--- config.mk ---
export PLATFORM = sky130hd
export DESIGN_NAME = unlock_det
export DESIGN_NICKNAME = d
export VERILOG_FILES = /design/src/rtl/unlock_det.sv
export SDC_FILE = /design/constraint.sdc
export NUM_CORES = 1
export LEC_CHECK = 0
export BUFFER_PORTS_ARGS = -buffer_cell sky130_fd_sc_hd__buf_2
export CORE_UTILIZATION = 30
export DETAILED_ROUTE_END_ITERATION = 16
export GPL_ROUTABILITY_DRIVEN = 0
export PLACE_DENSITY_LB_ADDON = 0.25
export SYNTH_ARGS = -nofsm -noshare
export SYNTH_HDL_FRONTEND = slang
export SYNTH_SLANG_ARGS = --single-unit
--- constraint.sdc ---
create_clock -name clk -period 2.5 [get_ports clk]
set_input_delay 0.375 -clock clk [delete_from_list [all_inputs] [get_ports clk]]
set_output_delay 0.375 -clock clk [all_outputs]
set_load 0.1 [all_outputs]
--- src/rtl/unlock_det.sv ---
module unlock_det #(
  parameter int DW = 8,
  parameter int CW = 4
) (
  input  logic          clk,
  input  logic          rst_n,
  input  logic [DW-1:0] data_in,
  input  logic          data_stb,
  input  logic [CW-1:0] ctrl,
  output logic [3:0]    status_hi,
  output logic          connected
);
  localparam logic [3:0] S_IDLE = 4'd0;
  localparam logic [3:0] S_ONE  = 4'd1;
  localparam logic [3:0] S_LAST = 4'd7;
  localparam logic [3:0] S_CMD  = 4'd8;
  localparam logic [3:0] S_HI   = 4'd9;
  localparam logic [3:0] S_DONE = 4'd10;
  localparam logic [CW-1:0] C_REST = CW'(4'h4);
  localparam logic [CW-1:0] C_STRB = CW'(4'h5);
  localparam logic [DW-1:0] FIRST  = DW'(8'hFE);

  logic [3:0]    st_q, st_d;
  logic [DW-1:0] cmd_q, cmd_d;
  logic [CW-1:0] ctrl_q;
  logic          conn_q, conn_d;

  function automatic logic [DW-1:0] pre_byte(input logic [3:0] idx);
    case (idx)
      4'd0:    pre_byte = DW'(8'hFE);
      4'd1:    pre_byte = DW'(8'hAA);
      4'd2:    pre_byte = DW'(8'h55);
      4'd3:    pre_byte = DW'(8'h00);
      4'd4:    pre_byte = DW'(8'hFF);
      4'd5:    pre_byte = DW'(8'h87);
      default: pre_byte = DW'(8'h78);
    endcase
  endfunction

  wire [3:0] restart = (data_in == FIRST) ? S_ONE : S_IDLE;

  always_comb begin
    st_d   = st_q;
    cmd_d  = cmd_q;
    conn_d = conn_q;
    if (data_stb) begin
      if (st_q < S_LAST)
        st_d = (data_in == pre_byte(st_q)) ? st_q + 4'd1 : restart;
      else if (st_q == S_LAST) begin
        st_d  = S_CMD;
        cmd_d = data_in;
      end else
        st_d = restart;
    end else begin
      case (st_q)
        S_CMD: if (ctrl == C_STRB && ctrl_q == C_REST) st_d = S_HI;
        S_HI: begin
          if (ctrl == C_REST) begin
            st_d = S_DONE;
            if (cmd_q == DW'(8'h20))      conn_d = 1'b1;
            else if (cmd_q == DW'(8'h30)) conn_d = 1'b0;
          end else if (ctrl != C_STRB)
            st_d = S_IDLE;
        end
        default: ;
      endcase
    end
  end

  always_ff @(posedge clk) begin
    if (!rst_n) begin
      st_q   <= S_IDLE;
      cmd_q  <= '0;
      ctrl_q <= '0;
      conn_q <= 1'b0;
    end else begin
      st_q   <= st_d;
      cmd_q  <= cmd_d;
      ctrl_q <= ctrl;
      conn_q <= conn_d;
    end
  end

  always_comb begin
    case (st_q)
      4'd5:    status_hi = 4'hB;
      4'd6:    status_hi = 4'h5;
      S_HI:    status_hi = 4'hF;
      default: status_hi = 4'h0;
    endcase
  end

  assign connected = conn_q;
endmodule

==> After elaboration in Yosys (flattened, before gate mapping) <==
Cells that the tools add are included.
{ "totals": {"ff_bits": 17, "inputBits": 15, "out_inout_bits": 5, "wordCells": 49} }
{ "classes": {"add_sub_neg": 1, "n_lt_le_gt_ge": 1, "eq_ne": 19, "n_mux": 15, "n_bitwise": 2, "reduce_logical": 7} }
{ "ops": {"columns": ["cell", "n"], "rows": [
  ["$pmux W8 S6", 1],
  ["$eq A4 B3 Y1 const B", 7],
  ["$mux W4", 7],
  ["$eq A8 B6 Y1 const B", 2],
  ["$mux W8", 2],
  ["$pmux W4 S3", 1],
  ["$eq A4 B2 Y1 const B", 2],
  ["$eq A4 B4 Y1 const B", 2],
  ["$eq A8 B8 Y1", 1],
  ["$eq A8 B8 Y1 const B", 1],
  ["$pmux W4 S2", 1],
  ["$reduce_and A3 Y1", 2],
  ["$add A4 B1 Y4 const B", 1],
  ["$eq A4 B1 Y1 const B", 1],
  ["$logic_not A4 Y1", 1],
  ["$lt A4 B3 Y1 const B", 1],
  ["$ne A4 B3 Y1 const B", 1],
  ["$ne A4 B4 Y1 const B", 1],
  ["$reduce_and A4 Y1", 1],
  ["$mux W1", 3],
  ["$ne A3 B3 Y1 const B", 1],
  ["$reduce_bool A3 Y1", 1],
  ["$not A1 Y1", 2],
  ["$reduce_bool A2 Y1", 1],
  ["$logic_and A1 B1 Y1", 1]
]} }

==> Depth between registers and ports, before layout <==
Gate-level depths: netlist of the first run.
{ "depth": {"ltp_word": 8, "ltp_mapped": 9} }

==> Worst setup path before layout of the first run <==
No wires, ideal clock.
{ "synth_timing": {"kind": "reg2out", "from": "register st_q[3]", "to": "output port status_hi[3]", "arrival_ns": 2.057, "required_ns": 2.125, "setup_slack_ns": 0.068, "stages_incl_launch_ff": 5, "cell_sequence": "dfxtp_1 clkbuf_1 nor2b_1 o21a_1 buf_4"} }
{ "synth_between": {"elab_chain_len": 2} }
{ "synth_rtl": {"columns": ["item", "line", "text"], "rows": [
  ["start, declared", "23", "logic [3:0] st_q, st_d;"],
  ["start signal, assigned", "77", "st_q <= st_d;"],
  ["$eq A4 B4 Y1 or $eq A4 B3 Y1 (tied branches)", "85", "case (st_q)"],
  ["$pmux W4 S3 *", "85", null],
  ["end, declared", "10", "output logic [3:0] status_hi,"]
]} }
Every way passes the cells marked *; elsewhere a longest branch is shown, timed or not.

==> Final worst setup path of the first run <==
{ "layout_timing": {"from": "register st_q[1]", "to": "register st_q[0]"} }
{ "layout_between": {"elab_chain_len": 8} }
{ "layout_rtl": {"columns": ["item", "line", "text"], "rows": [
  ["$eq A4 B3 Y1, or another cell as far along", "29", "case (idx)"],
  ["$pmux W8 S6", "29", null],
  ["$mux W8", "47", "if (st_q < S_LAST)"],
  ["$mux W8", "46", "if (data_stb) begin"],
  ["$eq A8 B8 Y1", "48", "st_d = (data_in == pre_byte(st_q)) ? st_q + 4'd1 : restart;"],
  ["$mux W4", "48", null],
  ["$mux W4", "47", null],
  ["$mux W4", "46", null]
]} }
Several ways; a longest one is shown, not always the timed one. The select of a mux whose other input is x is not followed.
A chain may end at the register's enable or synchronous reset.

==> run metrics, run 1 <==
outcome complete, no violations; yosys warns 0; path type of the worst setup path reg -> reg; PortBufs 19; first-pass GRT wire length 4590 um; Clock Latency Late Sink 0.25 ns; asr flop ratio synth 0%; max-slew violations 0; Place WS -0.00859 ns; Synth top area share 30.4%; ys flop type dfxtp_1; combinational share of power 15.6%; FMAX 422 MHz; Area Overhead vs Synth 20.1%; Vias 1031; Int Pwr 0.426 mW; startpoint class of the critical path flop; Routed Antenna Nets 0; clk buf depth 2; layout cells sized above 1 25.6%; hpwl dp 2160 um; initial antenna violation count 0; unique cell type count in the Yosys netlist 44; R2R depth 7; average wire per standard cell 13.2 um; synth cell count leaders 17 x dfxtp_1, 16 x nor2_1, 12 x nand2_1, 11 x mux2i_1, 7 x o21ai_0; Starting Density 32.5%; cts bufs inserted 3; R2R Setup Slk 0.13 ns; number of synthesized flops with an enable pin 0; Sequential Power Share 49.3%; Final WS setup 0.133 ns; clk_skew 0.00421 ns; CP max FO 7; synthesized net count 152; Total Nets Final 176; end of the worst register-to-register path st_q[0]; total track usage 14.5%; dpl cells 197; Worst-Margin Slew 0.583 ns; final hold vios 0; crit path to st_q[0]; number of global-route vias before repair 1053; CP startpoint st_q[1]; initial DRC count 31; DRC viols 0; Antenna Cells 0; PD cells 427 mW/mm^2; HP Class in -> reg; CTS Sinks 17; DRT Pass-1 Iters 4; Final period util 94.7%; post-route minimum period 2.37 ns; relative slew slack 60.6%; Die Y 63.1 um; syn_area_per_cell 8.42 um^2; Max Cap Viol 0; busiest layer in global routing met2; Worst VDD drop 0.288 mV; Syn Std Cell Area 0.00112 mm^2; Leakage 0.529 nW; worst r2r src st_q[1]; register area share after synthesis 30.4%; # setup viols final 0; Net Switching 0.149 mW; met2 Usage GRT 26.2%; switching share of total power 25.9%; GR Util met1 17.2%; total power 0.574 mW; crit end category flop; die area 0.00398 mm^2; die width 63.1 um; Placeable Area 0.00344 mm^2; GRT overflow 0; largest net degree at the start of global routing 12; CTS tree built; Crit path required time 2.63 ns; Post-Syn Instances 133; Rows 21; DRT Wirelength 2660 um; Yosys reg bits 17; clock network power share 35.1%; met3 global-route usage 2.36%; count leader, synth dfxtp_1; clk root buf clkbuf_8; vias per cell 5.10; final non-filler cell total 202; Post-CTS Hold Fix Bufs 0; Crit path arrival time 2.50 ns; Synth area leaders dfxtp_1 30%, mux2i_1 9.8%, nor2_1 5.4%, ha_1 4.5%, nand2_1 4.0%; Reg clk slew, reported paths 0.07 ns; I/O Pins 20; H-tree levels 1; Synth area leader dfxtp_1
-- critical path, stage by stage (launching register included) --
cell	delay (ns)
dfxtp_2	0.39
inv_1	0.12
ha_1	0.27
nor2_1	0.13
or4b_4	0.51
a2111oi_2	0.48
mux2i_1	0.27
o31ai_2	0.07
-- cells by family after synthesis --
group,after synthesis,share of synthesized area [%]
AND/OR/NAND/NOR,63,30.8
multiplexers,11,9.83
buffers and inverters,13,5.47
adder cells (fa/ha/maj),4,4.47
AO/OA/AOI/OAI,25,19.0
flip-flops,17,30.4
-- area by class of cell --
type / instances / area [um^2]
multi-input cells: 103 / 733
fillers: 355 / 2100
clock buffers: 4 / 45.0
flip-flops and latches: 17 / 343
well taps: 46 / 57.6
repair buffers: 25 / 140
inverters: 7 / 26.3
-- metrics by stage --
step	hold slack (ns)	utilization, %	TNS (ns)	cell area, um^2
finish	0.340	39.1	0	1350
CTS	0.333	38.4	0	1320
floorplan	0.452	-	0	1120
detailed placement	0.480	37.0	-0.00859	1270
global route	0.354	39.1	-0.000995	1350
global placement	0.472	37.0	0	1270
-- per-layer routing --
| layer | vias up | routed length (um) |
|---|---|---|
| met5 | - | 0 |
| met3 | 2 | 85 |
| met4 | 0 | 13 |
| li1 | 524 | - |
| met2 | 17 | 1320 |
| met1 | 488 | 1240 |
-- layout by cell type (no fill, tap or decap), types with 2 or more instances in the layout --
cell and instances:
nand2_1 12, nand4_1 5, and2_1 5, clkbuf_8 3, ha_1 2, nor2b_1 6
mux2i_1 11, dfxtp_2 2, buf_2 19, a21oi_1 3, nand3_1 4, nor2_1 16
nor4_1 2, inv_1 6, nor4b_1 2, buf_4 6, o21ai_0 7, nor3b_1 2
dfxtp_1 15
-- what timing repair did --
action                                  in CTS  in global routing
endpoints found under the hold margin        0                  0
resized for setup                            2                  4
pin swaps                                    1                  1
setup buffers                                0                  1
endpoints found under the setup margin       1                  2
-- worst min-delay path by stage --
stage / slack, ns / end / from / depth (start not counted)
4_1_cts: 0.33 / ctrl_q[1] / ctrl[1] / 2
3_3_place_gp: 0.47 / connected / connected / 2
3_5_place_dp: 0.48 / cmd_q[5] / cmd_q[5] / 2
5_1_grt: 0.35 / ctrl_q[3] / ctrl[3] / 2
6_report: 0.34 / ctrl_q[1] / ctrl[1] / 2
2_1_floorplan: 0.45 / cmd_q[5] / cmd_q[5] / 2
-- state kept, by name, summed over array words and instances, names as in the netlist --
signal and flops:
ctrl_q 4, st_q 4, connected 1, cmd_q 8
-- power groups by stage --
stage                     logic, mW  clock network (mW)  registers, mW
after global placement       0.0855                   0          0.288
final                        0.0896               0.202          0.283
after floorplan              0.0575                   0          0.286
after global routing         0.0999               0.226          0.283
after CTS                    0.0888               0.208          0.282
after detailed placement     0.0882                   0          0.288
Note: power is estimated with default switching activity, not from simulation.
==> run 2: changes to the inputs <==
--- a/config.mk
+++ b/config.mk
@@ -9,6 +9,7 @@
 export CORE_UTILIZATION = 30
 export DETAILED_ROUTE_END_ITERATION = 16
 export GPL_ROUTABILITY_DRIVEN = 0
+export GPL_TIMING_DRIVEN = 0
 export PLACE_DENSITY_LB_ADDON = 0.25
 export SYNTH_ARGS = -nofsm -noshare
 export SYNTH_HDL_FRONTEND = slang
==> run 2 against run 1 <==
  * First-iteration DRC count rose by 52%
  * Non-clock buffer count rose by 3
  * Power rose by 3.3%
  * Count of clock-buffer cells in the layout fell by 1
  * Via count rose by 0.29%
  * Sequential share of layout area fell by 0.98 points
  * Critical path type unchanged
  * Largest power group unchanged
==> run metrics, run 2 (synthesis results as in run 1) <==
busiest layer in global routing met2 (unchanged); startpoint class of the critical path flop (unchanged); vias per cell 5.04 (was 5.10); design area 0.00141 mm^2 (was 0.00135 mm^2); GRT overflow 0 (unchanged); Crit path required time 2.62 ns (was 2.63 ns); DRT Pass-1 Iters 4 (unchanged); initial DRC count 47 (was 31); TNS Setup 0 ns (unchanged); Worst-Margin Slew 0.601 ns (was 0.583 ns); Placeable Area 0.00344 mm^2 (unchanged); Reg clk slew, reported paths 0.07 ns (about the same); met2 Usage GRT 24.6% (was 26.2%); total track usage 14.1% (was 14.5%); cts bufs inserted 3 (unchanged); Clock Latency Late Sink 0.26 ns (was 0.25 ns); outcome complete, no violations (unchanged); dpl cells 196 (was 197); met3 global-route usage 1.63% (was 2.36%); final hold vios 0 (unchanged); biggest regs cmd_q: 8 flops, ctrl_q: 4 flops, st_q: 4 flops (unchanged); PD cells 421 mW/mm^2 (was 427 mW/mm^2); most frequent cells in the layout 17 x buf_2, 15 x nor2_1, 15 x dfxtp_1 (was 19 x buf_2, 16 x nor2_1, 15 x dfxtp_1); largest net degree at the start of global routing 11 (was 12); PortBufs 17 (was 19); # setup viols final 0 (unchanged); Leakage 0.554 nW (was 0.529 nW); Post-CTS Hold Fix Bufs 0 (unchanged); Hold Slack 0.333 ns (was 0.340 ns); path type of the worst setup path reg -> reg (unchanged); die width 63.1 um (unchanged); relative slew slack 59.3% (was 60.6%); CTS tree built (unchanged); Final WS setup 0.0971 ns (was 0.133 ns); max FFs per register 8 (unchanged); post-route minimum period 2.40 ns (was 2.37 ns); critical path, cell by cell ha_2 -> or2_1 -> a21boi_4 -> or4b_4 -> a2111oi_2 -> mux2i_1 -> o31ai_2 (was inv_1 -> ha_1 -> nor2_1 -> or4b_4 -> a2111oi_2 -> mux2i_1 -> o31ai_2); DRC viols 0 (unchanged); Routed Antenna Nets 0 (unchanged); final non-filler cell total 205 (was 202); average wire per standard cell 13.4 um (was 13.2 um); GR Util met1 17.8% (was 17.2%); Critical Path Slowest Stage Cell or4b_4 (unchanged); CP max FO 7 (unchanged); Final period util 96.1% (was 94.7%); clk root buf clkbuf_8 (unchanged); Vias 1034 (was 1031); total power 0.593 mW (was 0.574 mW); die area 0.00398 mm^2 (unchanged); initial antenna violation count 0 (unchanged); number of global-route vias before repair 1016 (was 1053); hpwl dp 2080 um (was 2160 um); most flop-heavy register cmd_q (unchanged); I/O Pins 20 (unchanged); clk buf depth 2 (unchanged); max-slew violations 0 (unchanged); Antenna Cells 0 (unchanged); Max stage delay on crit path 0.54 ns (was 0.51 ns); Filler Cell Count 350 (was 355); Rows 21 (unchanged); Area Overhead vs Synth 25.8% (was 20.1%); layout cells sized above 1 30.2% (was 25.6%); HP Class in -> reg (unchanged); clk_skew 0.00570 ns (was 0.00421 ns); DRT Wirelength 2740 um (was 2660 um); DP Area 0.00126 mm^2 (was 0.00127 mm^2); most common cell after layout, fill and taps aside buf_2 (unchanged); H-tree levels 1 (unchanged); final core utilization 40.9% (was 39.1%); Total Nets Final 179 (was 176); crit end category flop (unchanged); Worst VDD drop 0.245 mV (was 0.288 mV); Place WS -0.0730 ns (was -0.00859 ns); Starting Density 32.5% (unchanged); FMAX 416 MHz (was 422 MHz); Die Y 63.1 um (unchanged); first-pass GRT wire length 4490 um (was 4590 um); Crit path arrival time 2.53 ns (was 2.50 ns); Max Cap Viol 0 (unchanged); CTS Sinks 17 (unchanged)
## run 2: cell count changes in the layout (fill, tap and decap cells not counted), moves of 2 or more
cell / delta
ha_1: -2
inv_1: -2
clkbuf_1: +2
buf_2: -2
## run 2: worst paths after layout
kind	from	end	slack [ns]	cells past startpoint
min	ctrl[1]	ctrl_q[1]	0.33	2
max	st_q[0]	st_q[0]	0.1	7
min reg2reg	connected	connected	0.49	2
max reg2reg	st_q[0]	st_q[0]	0.1	7
## run 2: timing repair
| action | CTS | global route |
|---|---|---|
| endpoints found under the hold margin | 0 | 0 |
| setup endpoints to repair | 2 | 4 |
| resized for setup | 3 | 17 |
| buffers inserted | 0 | 5 |
| pin swaps | 1 | 5 |
## run 2: metal layers
| metal | share of wire [%] | wire length [um] |
|---|---|---|
| met5 | 0 | 0 |
| met4 | 1.1 | 29 |
| met3 | 2.2 | 59 |
| met2 | 50 | 1370 |
| met1 | 47 | 1280 |
## run 2: cell type report
class | count | area (um^2) | share of cell area [%]
multi-input combinational | 103 | 771 | 54.7
sequential | 17 | 345 | 24.5
timing repair buffer | 22 | 125 | 8.88
tap | 46 | 57.6 | 4.09
clock buffer | 3 | 41.3 | 2.93
buffer | 6 | 35.0 | 2.49
inverter | 7 | 28.8 | 2.04
clock inverter | 1 | 5.00 | 0.355
## run 2: critical path: cells and delay by family (launching register included)
family,cells,cell delay [ns]
AOI/OAI and AO/OA,3,0.58
adders and majority gates,1,0.26
DFF,1,0.43
muxes,1,0.30
and+or+nand+nor,2,0.70
## run 2: report_power, final
group          switching [mW]  internal (mW)  leakage [nW]
Combinational          0.0594         0.0399         0.389
Sequential            0.00632          0.276         0.140
Clock                   0.101          0.111        0.0255
Total                   0.167          0.427         0.554
